## config.mk

```make
export PLATFORM = sky130hd
export DESIGN_NAME = dhi_host_if
export DESIGN_NICKNAME = d
export VERILOG_FILES = /design/src/rtl/dhi_pkg.sv /design/src/rtl/dhi_sync.sv /design/src/rtl/dhi_par_rx.sv /design/src/rtl/dhi_ser_rx.sv /design/src/rtl/dhi_host_if.sv
export SDC_FILE = /design/constraint.sdc
export NUM_CORES = 1
export LEC_CHECK = 0
export BUFFER_PORTS_ARGS = -buffer_cell sky130_fd_sc_hd__buf_2
export CELL_PAD_IN_SITES_DETAIL_PLACEMENT = 1
export CELL_PAD_IN_SITES_GLOBAL_PLACEMENT = 2
export CORE_ASPECT_RATIO = 0.8
export CORE_MARGIN = 10
export CORE_UTILIZATION = 35
export CTS_CLUSTER_DIAMETER = 60
export CTS_CLUSTER_SIZE = 30
export DETAILED_ROUTE_END_ITERATION = 12
export PLACE_DENSITY = 0.78
export SLEW_MARGIN = 5
export SYNTH_ARGS = -nofsm -noshare
export SYNTH_HDL_FRONTEND = slang
export SYNTH_SLANG_ARGS = --single-unit
```

## constraint.sdc

```tcl
create_clock -name clk -period 1.8 [get_ports clk]
set_clock_uncertainty 0.15 [all_clocks]
set_input_delay 0.18 -clock clk [delete_from_list [all_inputs] [get_ports clk]]
set_output_delay 0.18 -clock clk [all_outputs]
set_load 0.05 [all_outputs]
```

## src/rtl/dhi_pkg.sv

```systemverilog
package dhi_pkg;

   typedef enum logic [2:0] {
      MODE_IDLE = 3'd0,
      MODE_P80  = 3'd1,
      MODE_P68  = 3'd2,
      MODE_SPI4 = 3'd3,
      MODE_SPI3 = 3'd4,
      MODE_I2C  = 3'd5
   } dhi_mode_e;

   // strap decode: the bit patterns are fixed by board wiring
   function automatic dhi_mode_e dhi_decode(input logic [2:0] strap);
      case (strap)
         3'b110:  return MODE_P80;
         3'b100:  return MODE_P68;
         3'b000:  return MODE_SPI4;
         3'b001:  return MODE_SPI3;
         3'b010:  return MODE_I2C;
         default: return MODE_IDLE;
      endcase
   endfunction

endpackage

```

## src/rtl/dhi_sync.sv

```systemverilog
module dhi_sync #(
   parameter int          W       = 1,
   parameter int          STAGES  = 2,
   parameter logic [W-1:0] RST_VAL = '0
) (
   input  logic         clk,
   input  logic         rst_n,
   input  logic [W-1:0] din,
   output logic [W-1:0] dout
);
   logic [W-1:0] stg [STAGES];

   always_ff @(posedge clk or negedge rst_n) begin
      if (!rst_n) begin
         for (int i = 0; i < STAGES; i++) stg[i] <= RST_VAL;
      end else begin
         stg[0] <= din;
         for (int i = 1; i < STAGES; i++) stg[i] <= stg[i-1];
      end
   end

   assign dout = stg[STAGES-1];
endmodule

```

## src/rtl/dhi_par_rx.sv

```systemverilog
module dhi_par_rx
   import dhi_pkg::*;
#(
   parameter int DW = 8
) (
   input  logic          clk,
   input  logic          rst_n,
   input  dhi_mode_e     mode,
   input  logic          cs_n_s,
   input  logic          dc_s,
   input  logic          wr_s,
   input  logic          rd_s,
   input  logic [DW-1:0] bus_s,
   output logic          vld,
   output logic [DW-1:0] byte_o,
   output logic          flag_o
);
   logic wr_q, rd_q;
   logic wr_rise, en_fall, hit;

   assign wr_rise = wr_s & ~wr_q;
   assign en_fall = ~rd_s & rd_q;
   assign hit     = ~cs_n_s &
                    (((mode == MODE_P80) & wr_rise) |
                     ((mode == MODE_P68) & en_fall & ~wr_s));

   always_ff @(posedge clk or negedge rst_n) begin
      if (!rst_n) begin
         wr_q   <= 1'b1;
         rd_q   <= 1'b1;
         vld    <= 1'b0;
         byte_o <= '0;
         flag_o <= 1'b0;
      end else begin
         wr_q <= wr_s;
         rd_q <= rd_s;
         vld  <= hit;
         if (hit) begin
            byte_o <= bus_s;
            flag_o <= dc_s;
         end
      end
   end
endmodule

```

## src/rtl/dhi_ser_rx.sv

```systemverilog
module dhi_ser_rx
   import dhi_pkg::*;
#(
   parameter int DW = 8
) (
   input  logic          clk,
   input  logic          rst_n,
   input  dhi_mode_e     mode,
   input  logic          cs_n_s,
   input  logic          dc_s,
   input  logic          sck_s,
   input  logic          sdi_s,
   output logic          vld,
   output logic [DW-1:0] byte_o,
   output logic          flag_o
);
   localparam int CW = $clog2(DW + 1);

   logic          sck_q, sck_rise;
   logic          is4, is3;
   logic [CW-1:0] cnt, last;
   logic [DW-1:0] sh;
   logic          pend_flag;

   assign sck_rise = sck_s & ~sck_q;
   assign is4      = (mode == MODE_SPI4);
   assign is3      = (mode == MODE_SPI3);
   assign last     = is3 ? CW'(DW) : CW'(DW - 1);

   always_ff @(posedge clk or negedge rst_n) begin
      if (!rst_n) begin
         sck_q     <= 1'b0;
         cnt       <= '0;
         sh        <= '0;
         pend_flag <= 1'b0;
         vld       <= 1'b0;
         byte_o    <= '0;
         flag_o    <= 1'b0;
      end else begin
         sck_q <= sck_s;
         vld   <= 1'b0;
         if (cs_n_s || !(is3 || is4)) begin
            cnt <= '0;
         end else if (sck_rise) begin
            if (is3 && cnt == '0) begin
               pend_flag <= sdi_s;
               cnt       <= cnt + 1'b1;
            end else begin
               sh <= {sh[DW-2:0], sdi_s};
               if (cnt == last) begin
                  vld    <= 1'b1;
                  byte_o <= {sh[DW-2:0], sdi_s};
                  flag_o <= is4 ? dc_s : pend_flag;
                  cnt    <= '0;
               end else begin
                  cnt <= cnt + 1'b1;
               end
            end
         end
      end
   end
endmodule

```

## src/rtl/dhi_host_if.sv

```systemverilog
module dhi_host_if
   import dhi_pkg::*;
#(
   parameter int DW          = 8,
   parameter int SYNC_STAGES = 2,
   parameter bit READ_EN     = 1'b1
) (
   input  logic          clk,
   input  logic          rst_n,
   input  logic [2:0]    mode_sel,
   input  logic          host_cs_n,
   input  logic          host_dc,
   input  logic          host_wr,
   input  logic          host_rd,
   input  logic [DW-1:0] bus_i,
   output logic [DW-1:0] bus_o,
   output logic          bus_oe,
   output logic [2:0]    mode_o,
   output logic          out_valid,
   output logic [DW-1:0] out_byte,
   output logic          out_is_data
);
   localparam int SW = DW + 4;
   localparam logic [SW-1:0] SYNC_RST = {1'b1, 1'b0, 1'b1, 1'b1, {DW{1'b0}}};

   if (SYNC_STAGES < 2) begin : g_bad_sync
      $error("SYNC_STAGES must be at least 2");
   end
   if (DW < 4) begin : g_bad_dw
      $error("DW must be at least 4");
   end

   dhi_mode_e     mode;
   logic [SW-1:0] sync_q;
   logic          cs_n_s, dc_s, wr_s, rd_s;
   logic [DW-1:0] bus_s;
   logic          p_vld, s_vld, p_flag, s_flag;
   logic [DW-1:0] p_byte, s_byte;

   assign mode   = dhi_decode(mode_sel);
   assign mode_o = mode;

   dhi_sync #(.W(SW), .STAGES(SYNC_STAGES), .RST_VAL(SYNC_RST)) u_sync (
      .clk  (clk),
      .rst_n(rst_n),
      .din  ({host_cs_n, host_dc, host_wr, host_rd, bus_i}),
      .dout (sync_q)
   );
   assign {cs_n_s, dc_s, wr_s, rd_s, bus_s} = sync_q;

   dhi_par_rx #(.DW(DW)) u_par (
      .clk   (clk),
      .rst_n (rst_n),
      .mode  (mode),
      .cs_n_s(cs_n_s),
      .dc_s  (dc_s),
      .wr_s  (wr_s),
      .rd_s  (rd_s),
      .bus_s (bus_s),
      .vld   (p_vld),
      .byte_o(p_byte),
      .flag_o(p_flag)
   );

   dhi_ser_rx #(.DW(DW)) u_ser (
      .clk   (clk),
      .rst_n (rst_n),
      .mode  (mode),
      .cs_n_s(cs_n_s),
      .dc_s  (dc_s),
      .sck_s (bus_s[0]),
      .sdi_s (bus_s[1]),
      .vld   (s_vld),
      .byte_o(s_byte),
      .flag_o(s_flag)
   );

   // parallel and serial receivers never pulse together: modes exclusive
   assign out_valid   = p_vld | s_vld;
   assign out_byte    = s_vld ? s_byte : (p_vld ? p_byte : '0);
   assign out_is_data = s_vld ? s_flag : (p_vld & p_flag);

   if (READ_EN) begin : g_read
      assign bus_oe = ~host_cs_n &
                      (((mode == MODE_P80) & ~host_rd) |
                       ((mode == MODE_P68) & host_wr & host_rd));
      assign bus_o  = {{(DW-3){1'b0}}, mode_o};
   end else begin : g_no_read
      assign bus_oe = 1'b0;
      assign bus_o  = '0;
   end
endmodule

```

Word level (Yosys, flattened, before mapping):

Cells that the tools add are included.

* bits in registers: 59
* output and inout bits: 22
* word-level logic and storage cells: 72

* muxes and demuxes: 14
* add/subtract/negate cells: 1
* equality and inequality tests: 9
* reduce and logical (&&, ||, !) cells: 10
* bitwise logic cells: 24

Operators by type and width (count)
* $mux W4: 5
* $mux W8: 2
* $pmux W3 S5: 1
* $and A1 B1 Y1: 12
* $eq A3 B2 Y1 const B: 3
* $eq A3 B3 Y1 const B: 3
* $not A1 Y1: 9
* $eq A3 B1 Y1 const B: 2
* $mux W1: 6
* $reduce_and A3 Y1: 2
* $add A4 B1 Y4 const B: 1
* $eq A4 B4 Y1: 1
* $logic_not A4 Y1: 1
* $reduce_and A4 Y1: 1
* $logic_not A3 Y1: 1
* $or A1 B1 Y1: 3
* $logic_or A1 B1 Y1: 2
* $reduce_bool A2 Y1: 1
* $logic_and A1 B1 Y1: 1
* $logic_not A1 Y1: 1

Depth between registers and ports, before layout:

Gate-level depths: netlist of the first run.

* depth in word-level cells: 9
* depth in mapped cells: 5
* gate-level depth less buffers: 5

By module:

Synthesis of the first run repeated with hierarchy kept, for this count alone.

* cell total of the unflattened synthesis: 171
* area, all modules: 2456.1 µm²

Modules (own cells, without submodules)
* dhi_ser_rx: area each 1029.7 µm², cells each 75, times used 1, sequential area each 575.6 µm²
* dhi_sync: area each 698.2 µm², cells each 36, times used 1, sequential area each 608.1 µm²
* dhi_par_rx: area each 501.7 µm², cells each 27, times used 1, sequential area each 302.8 µm²
* dhi_host_if: area each 226.5 µm², cells each 33, times used 1, sequential area each 0.0 µm²

Worst setup path after synthesis of the first run:

Ideal clock, no wire load.

* kind: input to output
* start point: input port mode_sel[1]
* end point: output port bus_oe
* path buffers: 1
* arrival time: 1.767 ns
* stages: 4
* setup slack: -0.297 ns
* required time: 1.470 ns
* cell sequence: buf_6 inv_1 mux2_2 nor3_1

* longest elaborated chain between the ends: 7
* elaborated cells between the ends (all ways): 13

RTL lines
* start: declaration: RTL line dhi_host_if.sv:10 `input logic [2:0] mode_sel,`
* $eq A3 B2 Y1, or another cell as far along: RTL line dhi_pkg.sv:14 `case (strap)`
* $pmux W3 S5 (*): RTL line dhi_pkg.sv:14
* $eq A3 B2 Y1: RTL line dhi_host_if.sv:86 `((mode == MODE_P68) & host_wr & host_rd));`
* $and A1 B1 Y1 (2 in a row): RTL line dhi_host_if.sv:86
* $or A1 B1 Y1 (*): RTL line dhi_host_if.sv:85 `(((mode == MODE_P80) & ~host_rd) |`
* $and A1 B1 Y1 (*): RTL line dhi_host_if.sv:84 `assign bus_oe = ~host_cs_n &`
* end: declaration: RTL line dhi_host_if.sv:17 `output logic bus_oe,`

Mark *: on every way between the ends. The rest lies on a longest branch, timed or not.

Worst setup path in the final report of the first run:

* start point: register u_ser.cnt[2]
* end point: register u_ser.byte_o[1]

* longest elaborated chain between the ends: 4
* elaborated cells between the ends (all ways): 5

RTL lines
* start: declaration: RTL line dhi_ser_rx.sv:21 `logic [CW-1:0] cnt, last;`
* start signal: assignment: RTL line dhi_ser_rx.sv:47 `cnt <= cnt + 1'b1;`
* start signal: assignment: RTL line dhi_ser_rx.sv:56 `cnt <= cnt + 1'b1;`
* $logic_not A4 Y1: RTL line dhi_ser_rx.sv:45 `if (is3 && cnt == '0) begin`
* $logic_and A1 B1 Y1: RTL line dhi_ser_rx.sv:45
* $not A1 Y1 (no source line)
* $reduce_and A4 Y1 (no source line) (*)
* end signal: assignment: RTL line dhi_ser_rx.sv:52 `byte_o <= {sh[DW-2:0], sdi_s};`
* end: declaration: RTL line dhi_ser_rx.sv:14 `output logic [DW-1:0] byte_o,`

Marked as above.
A chain may end at the register's enable or synchronous reset.

==> results of run 1 <==
[how the worst max path moves through the flow]
stage / to / slack, ns / cells after the start / from
3_5_place_dp: u_ser.byte_o[2] / -0.03 / 4 / u_ser.cnt[0]
3_3_place_gp: u_ser.byte_o[6] / 0.04 / 4 / u_ser.cnt[0]
2_1_floorplan: mode_o[2] / 0.04 / 4 / mode_sel[1]
6_report: u_ser.byte_o[1] / 0.008 / 5 / u_ser.cnt[2]
5_1_grt: u_ser.sh[3] / -0.05 / 6 / u_ser.cnt[1]
4_1_cts: u_ser.sh[0] / 0.01 / 6 / u_ser.cnt[1]
[routing by layer]
layer,part of all wire (%),up-vias
met3,4.1,8
met4,2.3,0
met1,44,685
met2,50,27
met5,0,-
li1,-,654
[power by group]
part / switching (mW) / leakage, nW / internal [mW]
clock: 0.498 / 0.111 / 0.818
combinational: 0.148 / 0.617 / 0.122
sequential: 0.0556 / 0.736 / 1.43
total: 0.701 / 1.46 / 2.37
[sequential cells by signal (all words and copies together) (netlist names)]
| register | count |
|---|---|
| u_sync.stg | 12 |
| u_ser.vld | 1 |
| u_ser.pend_flag | 1 |
| u_ser.sck_q | 1 |
| u_ser.flag_o | 1 |
| u_par.rd_q | 1 |
| u_ser.byte_o | 8 |
| u_par.wr_q | 1 |
| u_ser.sh | 7 |
| u_sync.dout | 12 |
| u_par.vld | 1 |
| u_par.flag_o | 1 |
| u_par.byte_o | 8 |
| u_ser.cnt | 4 |
[placed cells by master, fill, tap and decap left out, drive strengths merged, types with 4 or more instances in the layout]
cell type    synthesis  layout
dfrtp               51      51
buf                  9      38
mux2                28      28
clkbuf               2      19
dlygate4sd3          0      13
a22o                 9       9
nand2                9       9
dfstp                8       8
nor2                 7       8
conb                 1       5
inv                  5       5
o21ai                4       4
[critical path, delay by kind of cell (launching register included)]
kind                   cells  cell delay [ns]
buffers and inverters      1             0.17
muxes                      2             0.63
and+or+nand+nor            2             0.32
DFF                        1             0.41
[area by class of cell]
cell class                 count  share of cell area [%]
clock inverter                 4                    2.40
multi-input combinational     87                    26.8
timing repair buffer          58                    13.8
sequential                    59                    48.3
clock buffer                  12                    4.71
inverter                       5                   0.610
tap                           84                    3.41
[repair_timing]
item / CTS / global route
resized for setup: 4 / 21
setup endpoints to repair: 17 / 26
hold buffers: 13 / 0
cloned: 1 / 0
buffers inserted: 0 / 2
hold endpoints to repair: 71 / 0
pin swaps: 2 / 1
[kinds of logic after synthesis]
family	synth area share (%)
DFF	64.1
other	0.162
AOI/OAI and AO/OA	4.91
and+or+nand+nor	8.69
buffers and inverters	4.21
xor gates and xnor gates	0.756
adders and majority gates	1.08
muxes	16.1
==> run summary, run 1 <==
Post-synth EDFFs - 0
HP Class - register to register
hold path start - u_sync.stg[14]
antenna violations before repair - 0
die area - 10300 µm²
Non-Filler Instances - 309
post-placement cell count - 277
Buffers on Ports - 33
vias after detailed routing - 1374
multi-input logic area - 825 µm²
Max H-tree Level - 3
Worst EP required - 1.87 ns
FP Rows - 26
library cells used by synthesis - 34
Initial Util - 36.2%
Vias/cell - 4.45
Final Setup Violations - 0
area of placed instances - 2620 µm²
met3 Use GR - 3.16%
nets - 239
Routed Antenna Nets - 0
global route hottest layer - met2
startpoint types - register
Fin. Hold Viols - 0
routability cong. - 0.720
Worst path slowest cell - dfrtp_1
maximum clock insertion buffer count - 2
DRT iter0 DRCs - 33
vias in the first global route - 1537
peak supply drop - 0.000583 V
grt total ovfl - 0
met2 Resource Use GR - 15.1%
reg-to-reg endpoint - u_ser.byte_o[1]
register area share after synthesis - 64.1%
Fmax - 558 MHz
fin area - 3080 µm²
dpl hpwl - 3.26 mm
layout cells sized above 1 - 49.3%
max-cap viol count - 0
met1 Use GR - 11.3%
later-pin clock latency in the skew report - 0.33 ns
synth top area cells - dfrtp_1, mux2_2, dfstp_2
TritonCTS clock tree - done
hold path depth - 0
post-route setup TNS - 0 ns
Pins Over Slew Limit - 0
Leak Pwr - 1.46 nW
Die Ht - 92.8 µm
Syn Area/Cell - 14.8 µm²
r2r setup slk - 0.008 ns
total power draw - 3.07 mW
largest area contributor in the netlist - dfrtp_1
Worst Hold Path EP - u_sync.dout[2]
Die W - 111 µm
Ys Warns - 0
first-pass GRT wire length - 7.96 mm
worst stage delay on the critical path - 0.41 ns
area share of the largest cell type after synthesis - 55.0%
list of most frequent post-synthesis cells - dfrtp_1, mux2_2, a22o_1, mux2_4
ANT cells - 0
Clock Sinks - 59
drt first pass iters - 4
Setup CP Type - register to register
Area Growth Syn to Fin - 32.8%
register area - 1490 µm²
worst hold margin - 0.198 ns
CORE AREA - 6410 µm²
crit path DAT - 1.86 ns
Routed WL - 4.73 mm
Synth Cell Area - 2320 µm²
crit path time final - 1.79 ns
R2R Path Start - u_ser.cnt[2]
Mapped Cells - 157
Final Cycle Share - 99.6%
cell chain of the critical path - buf_4, and4b_1, mux2i_4, nor2_4, mux2_4
Ports - 39
dpl ws - -0.0269 ns
Reg2Reg Depth - 5
fill count - 640
wire length per cell - 15.3 µm
count leader, synth - dfrtp_1
largest net degree at the start of global routing - 52
Root Buffer - clkbuf_8
DR DRC count - 0
post-layout util - 48.0%
total track usage - 9.68%
register bit total from synthesis - 59
Cell Pwr Density - 998 nW/µm²
ys flop type - dfrtp_1
Num CTS Buffers - 9
Critical Path End Type - register
outcome - complete, no violations
FFs w/ async S/R, synth - 100%
Max FO, Critical Path - 5
clk slew on worst S/H paths - 0.06 ns
RSZ-0062 raised after global routing - yes
setup ws final - 0.00782 ns
No activity file was read; power rests on OpenSTA's default activity.
==> inputs of run 2 (changes only) <==
--- a/config.mk
+++ b/config.mk
@@ -6,15 +6,13 @@
 export NUM_CORES = 1
 export LEC_CHECK = 0
 export BUFFER_PORTS_ARGS = -buffer_cell sky130_fd_sc_hd__buf_2
-export CELL_PAD_IN_SITES_DETAIL_PLACEMENT = 1
-export CELL_PAD_IN_SITES_GLOBAL_PLACEMENT = 2
 export CORE_ASPECT_RATIO = 0.8
 export CORE_MARGIN = 10
-export CORE_UTILIZATION = 35
+export CORE_UTILIZATION = 47
 export CTS_CLUSTER_DIAMETER = 60
 export CTS_CLUSTER_SIZE = 30
 export DETAILED_ROUTE_END_ITERATION = 12
-export PLACE_DENSITY = 0.78
+export PLACE_DENSITY = 0.74
 export SLEW_MARGIN = 5
 export SYNTH_ARGS = -nofsm -noshare
 export SYNTH_HDL_FRONTEND = slang
==> run 2 against run 1 <==
  * Non-clock buffer count down 2
  * Largest power group unchanged
  * First-iteration DRC count grew 130%
  * Critical path depth unchanged
  * Via count increased by 2.3%
  * Final cell count fell by 8.4%
  * Clock power is 9% lower
  * Die area fell by 21%
==> run summary, run 2 (synthesis results as in run 1) <==
RSZ-0062 raised after global routing - yes
antenna violations before repair - 0 (unchanged)
area of placed instances - 2560 µm² (-2.3%)
clk slew on worst S/H paths - 0.07 ns (about the same)
register area - 1490 µm² (about the same)
Vias/cell - 4.96 (+12%)
Final Setup Violations - 0 (unchanged)
Slew @ Worst Pin - 0.547 ns
dpl hpwl - 3.05 mm (-6.5%)
HP Class - register to register
Critical Path End Type - register
Buffers on Ports - 33 (unchanged)
grt total ovfl - 0 (unchanged)
die area - 8160 µm² (-21%)
Pins Over Slew Limit - 0 (unchanged)
Clock Sinks - 59 (unchanged)
Routed WL - 4.43 mm (-6.2%)
first-pass GRT wire length - 7.43 mm (-6.7%)
Setup CP Type - register to register
largest net degree at the start of global routing - 26 (-50%)
maximum clock insertion buffer count - 2 (unchanged)
Cell Pwr Density - 988 nW/µm² (-1.0%)
CORE AREA - 4680 µm² (-27%)
Die Ht - 82.8 µm (-11%)
Fin. Hold Viols - 0 (unchanged)
Ports - 39 (unchanged)
Area Growth Syn to Fin - 28.9%
max-cap viol count - 0 (unchanged)
Final Cycle Share - 97.3% (-2.3 points)
ANT cells - 0 (unchanged)
layout cells sized above 1 - 49.8% (+0.44 points)
delay-heaviest family, CP - multiplexers
vias after detailed routing - 1405 (+2.3%)
Leak Pwr - 1.44 nW (-1.5%)
FP Rows - 22 (-15%)
fin area - 2990 µm² (-3.0%)
Num CTS Buffers - 9 (unchanged)
Slew HR - 63.5%
vias in the first global route - 1546 (+0.59%)
multi-input logic area - 813 µm² (-1.4%)
total track usage - 11.3% (+1.6 points)
cell chain of the critical path - buf_6, and4b_1, mux2i_4, nor2_4, mux2_4
Worst EP required - 1.87 ns (about the same)
later-pin clock latency in the skew report - 0.34 ns (about the same)
Worst path slowest cell - dfrtp_1
Max H-tree Level - 3 (unchanged)
Max FO, Critical Path - 5 (unchanged)
DRT iter0 DRCs - 77 (+130%)
nets - 237 (-0.84%)
Initial Util - 49.5% (+13 points)
worst hold margin - 0.196 ns (-0.00161 ns)
wire length per cell - 15.7 µm (+2.4%)
fill count - 335 (-48%)
Non-Filler Instances - 283 (-8.4%)
peak supply drop - 0.000806 V (+38%)
leading cell type in the layout, fill and taps excluded - dfrtp_1
WP buf/inv - 1 (unchanged)
startpoint types - register
Die W - 98.5 µm (-11%)
outcome - complete, no violations
post-placement cell count - 249 (-10%)
routability cong. - 0.755 (+4.9%)
post-route setup TNS - 0 ns (unchanged)
TritonCTS clock tree - done
commonest cells after routing, fill and taps aside - dfrtp_1, buf_2, mux2_2, dlygate4sd3_1, clkbuf_8
Routed Antenna Nets - 0 (unchanged)
drt first pass iters - 4 (unchanged)
Root Buffer - clkbuf_8
Fmax - 571 MHz (+2.3%)
crit path time final - 1.75 ns (-0.0407 ns)
DR DRC count - 0 (unchanged)
crit path DAT - 1.82 ns (-0.04 ns)
worst stage delay on the critical path - 0.42 ns (about the same)
total power draw - 2.95 mW (-4.0%)
[run 2: cell count changes in the layout (fill, tap and decap cells not counted), sizes merged]
cell      delta
clkbuf       -9
buf          +5
clkinv       +2
bufinv       -1
clkinvlp     +1
[run 2: worst paths after layout]
kind	start	end	slack, ns	cells past startpoint
setup / recovery	u_ser.cnt[1]	u_ser.flag_o	0.05	5
hold / removal	u_sync.stg[18]	u_sync.dout[6]	0.20	0
setup reg to reg	u_ser.cnt[1]	u_ser.flag_o	0.05	5
hold reg to reg	u_sync.stg[18]	u_sync.dout[6]	0.20	0
max in group asynchronous	rst_n	u_sync.stg[18]	0.72	3
min in group asynchronous	rst_n	u_ser.cnt[1]	0.22	2
[run 2: power breakdown]
part	switching [mW]	leakage [nW]	internal, mW	total [mW]
combinational	0.148	0.606	0.115	0.263
clock	0.524	0.102	0.675	1.20
sequential	0.0573	0.734	1.43	1.49
[run 2: what timing repair did]
| item | CTS | global route |
|---|---|---|
| hold endpoints to repair | 26 | 0 |
| endpoints found under the setup margin | 17 | 19 |
| cloned | 1 | 0 |
| hold buffers | 13 | 0 |
| buffers inserted | 0 | 4 |
| resized for setup | 4 | 8 |
| pin swaps | 2 | 0 |
[run 2: metal layers]
metal	global-route usage (%)	up-vias	share of wire [%]
met5	0	-	0
met4	5.17	0	2.8
met3	6.04	13	7.1
met2	18.8	43	52
met1	11.4	700	39
li1	-	649	-
[run 2: metrics by stage]
step / utilization [%] / setup slack [ns]
after detailed placement: 54.7 / 0.00999
after global placement: 54.7 / 0.0562
after floorplan: - / 0.0439
after global routing: 63.9 / -0.0135
after CTS: 62.6 / 0.00887
final: 63.9 / 0.0485
[run 2: worst reg2reg max path, stage by stage (launching register included)]
cell,delay (ns)
dfrtp_1,0.42
buf_6,0.14
and4b_1,0.22
mux2i_4,0.29
nor2_4,0.11
mux2_4,0.31
[run 2: cell type report]
class / instances / share of cell area, %
inverter: 5 / 0.628
clock buffer: 10 / 4.61
tap: 60 / 2.51
multi-input combinational: 87 / 27.2
timing repair buffer: 56 / 13.1
clock inverter: 6 / 2.18
sequential: 59 / 49.8
==> inputs of run 3 (changes only) <==
--- a/config.mk
+++ b/config.mk
@@ -13,6 +13,7 @@
 export CTS_CLUSTER_SIZE = 30
 export DETAILED_ROUTE_END_ITERATION = 12
 export PLACE_DENSITY = 0.74
+export REMOVE_ABC_BUFFERS = 1
 export SLEW_MARGIN = 5
 export SYNTH_ARGS = -nofsm -noshare
 export SYNTH_HDL_FRONTEND = slang
==> run 3 against run 2 <==
  * Combinational power hardly changed
  * Maximum frequency down 1.7%
  * Power grew 3.5%
  * Die area did not move
  * Flip-flop and latch count unchanged
  * Count of clock-buffer cells in the layout increased by 2
  * Cell area decreased by 0.84%
  * Critical path depth up 1
==> run summary, run 3 (synthesis results as in run 1) <==
Fmax - 561 MHz (-1.7%)
Area Growth Syn to Fin - 27.8%
FP Rows - 22 (unchanged)
routability cong. - 0.757 (+0.34%)
Worst EP required - 1.87 ns (about the same)
vias in the first global route - 1471 (-4.9%)
largest net degree at the start of global routing - 60 (+130%)
antenna violations before repair - 0 (unchanged)
Fin. Hold Viols - 0 (unchanged)
drt first pass iters - 2 (-2)
Cell Pwr Density - 1030 nW/µm² (+4.3%)
hold path start - u_sync.stg[18]
leading cell type in the layout, fill and taps excluded - dfrtp_1
maximum clock insertion buffer count - 2 (unchanged)
setup ws final - 0.0174 ns (-0.0311 ns)
DRT iter0 DRCs - 57 (-26%)
Num CTS Buffers - 9 (unchanged)
Max FO, Critical Path - 7 (+2)
HP Class - register to register
Max H-tree Level - 3 (unchanged)
CORE AREA - 4680 µm² (unchanged)
ANT cells - 0 (unchanged)
Final Setup Violations - 0 (unchanged)
first-pass GRT wire length - 7.34 mm (-1.2%)
P_sw - 687 µW (-5.8%)
Critical Path End Type - register
peak supply drop - 0.000696 V (-14%)
TritonCTS clock tree - done
Routed WL - 4.34 mm (-2.1%)
Vias/cell - 4.87 (-2.0%)
Net Sw Frac - 22.5% (-2.2 points)
Comb pwr share - 8.6% (-0.3 points)
total power draw - 3.05 mW (+3.5%)
total track usage - 11.2% (-0.13 points)
Die Ht - 82.8 µm (unchanged)
vias after detailed routing - 1358 (-3.3%)
reg-to-reg endpoint - u_ser.sh[6]
nets - 233 (-1.7%)
Setup CP Type - register to register
max-cap viol count - 0 (unchanged)
Initial Util - 49.5% (unchanged)
Ports - 39 (unchanged)
hold path depth - 0 (unchanged)
Die W - 98.5 µm (unchanged)
layout cells sized above 1 - 46.6% (-3.2 points)
crit path time final - 1.78 ns (+0.0311 ns)
fill count - 332 (-0.90%)
outcome - complete, no violations
Buffers on Ports - 33 (unchanged)
die area - 8160 µm² (unchanged)
Clock Sinks - 59 (unchanged)
RSZ-0062 raised after global routing - yes
clk slew on worst S/H paths - 0.06 ns (about the same)
wire length per cell - 15.6 µm (-0.65%)
Root Buffer - clkbuf_8
Flop pwr share - 48.7% (-1.8 points)
Worst Hold Path EP - u_sync.dout[6]
startpoint types - register
commonest cells after routing, fill and taps aside - dfrtp_1, buf_2, mux2_2, dlygate4sd3_1, mux2_4
Routed Antenna Nets - 0 (unchanged)
Int Pwr - 2.37 mW (+6.5%)
Final Cycle Share - 99.0% (+1.7 points)
Reg2Reg Depth - 6 (+1)
Pins Over Slew Limit - 0 (unchanged)
R2R Path Start - u_ser.cnt[0]
Leak Pwr - 1.44 nW (-0.35%)
dpl hpwl - 2.89 mm (-5.2%)
r2r setup slk - 0.02 ns (-0.03 ns)
clock network power share - 42.6% (+2.0 points)
DR DRC count - 0 (unchanged)
crit path DAT - 1.85 ns (+0.03 ns)
post-CTS setup repair buffer count - 0 (unchanged)
dpl ws - 0.0304 ns (+0.0204 ns)
later-pin clock latency in the skew report - 0.33 ns (about the same)
grt total ovfl - 0 (unchanged)
-- run 3: cell type report --
type | count | area, µm² | share of cell area (%)
Sequential cell | 59 | 1490 | 50.2
Multi-Input combinational cell | 86 | 791 | 26.7
Timing Repair Buffer | 53 | 373 | 12.6
Clock buffer | 12 | 145 | 4.90
Tap cell | 60 | 75.1 | 2.53
Clock inverter | 4 | 73.8 | 2.49
Inverter | 5 | 18.8 | 0.633
-- run 3: worst max path at each step --
stage / from / end / slack, ns
3_5_place_dp: u_ser.cnt[1] / u_ser.flag_o / 0.03
5_1_grt: u_ser.cnt[1] / u_ser.cnt[0] / -0.13
4_1_cts: u_ser.cnt[1] / u_ser.flag_o / 0.01
3_3_place_gp: u_ser.cnt[1] / u_ser.byte_o[7] / 0.06
6_report: u_ser.cnt[0] / u_ser.sh[6] / 0.02
2_1_floorplan: mode_sel[1] / bus_o[0] / -0.23
-- run 3: routing by layer --
layer | vias to the layer above | part of all wire, % | track usage (%)
met4 | 0 | 2.1 | 6.08
met5 | - | 0 | 0
met2 | 25 | 51 | 18.2
li1 | 643 | - | -
met3 | 9 | 4.8 | 4.55
met1 | 681 | 42 | 12.0
-- run 3: critical path, cell delays in order, from the launching register on --
cell	delay, ns
dfrtp_1	0.38
buf_6	0.13
inv_1	0.04
ha_1	0.18
and3_4	0.16
nor2_4	0.25
mux2_2	0.37
-- run 3: power by group through the flow --
stage | clock [mW] | sequential (mW) | combinational (mW)
floorplan | 0 | 1.49 | 0.155
global placement | 0 | 1.50 | 0.228
detailed placement | 0 | 1.51 | 0.237
CTS | 1.34 | 1.49 | 0.259
global route | 1.40 | 1.50 | 0.290
finish | 1.30 | 1.49 | 0.264
-- run 3: stage by stage --
step	util, %	hold WS, ns	TNS (ns)	cell area (µm²)	std cells
5_1_grt	63.3	0.205	-0.520	2960	279
3_5_place_dp	54.7	0.0588	0	2560	250
3_3_place_gp	54.7	0.0421	0	2560	250
4_1_cts	62.3	0.201	0	2920	279
6_report	63.3	0.198	0	2960	279
2_1_floorplan	-	-0.266	-0.897	2250	150
-- run 3: timing repair --
action                                  in CTS  in global routing
hold buffers                                13                  0
endpoints found under the setup margin       8                 29
hold endpoints to repair                    71                  0
gates resized for setup                      2                 12
pin swaps                                    0                  1
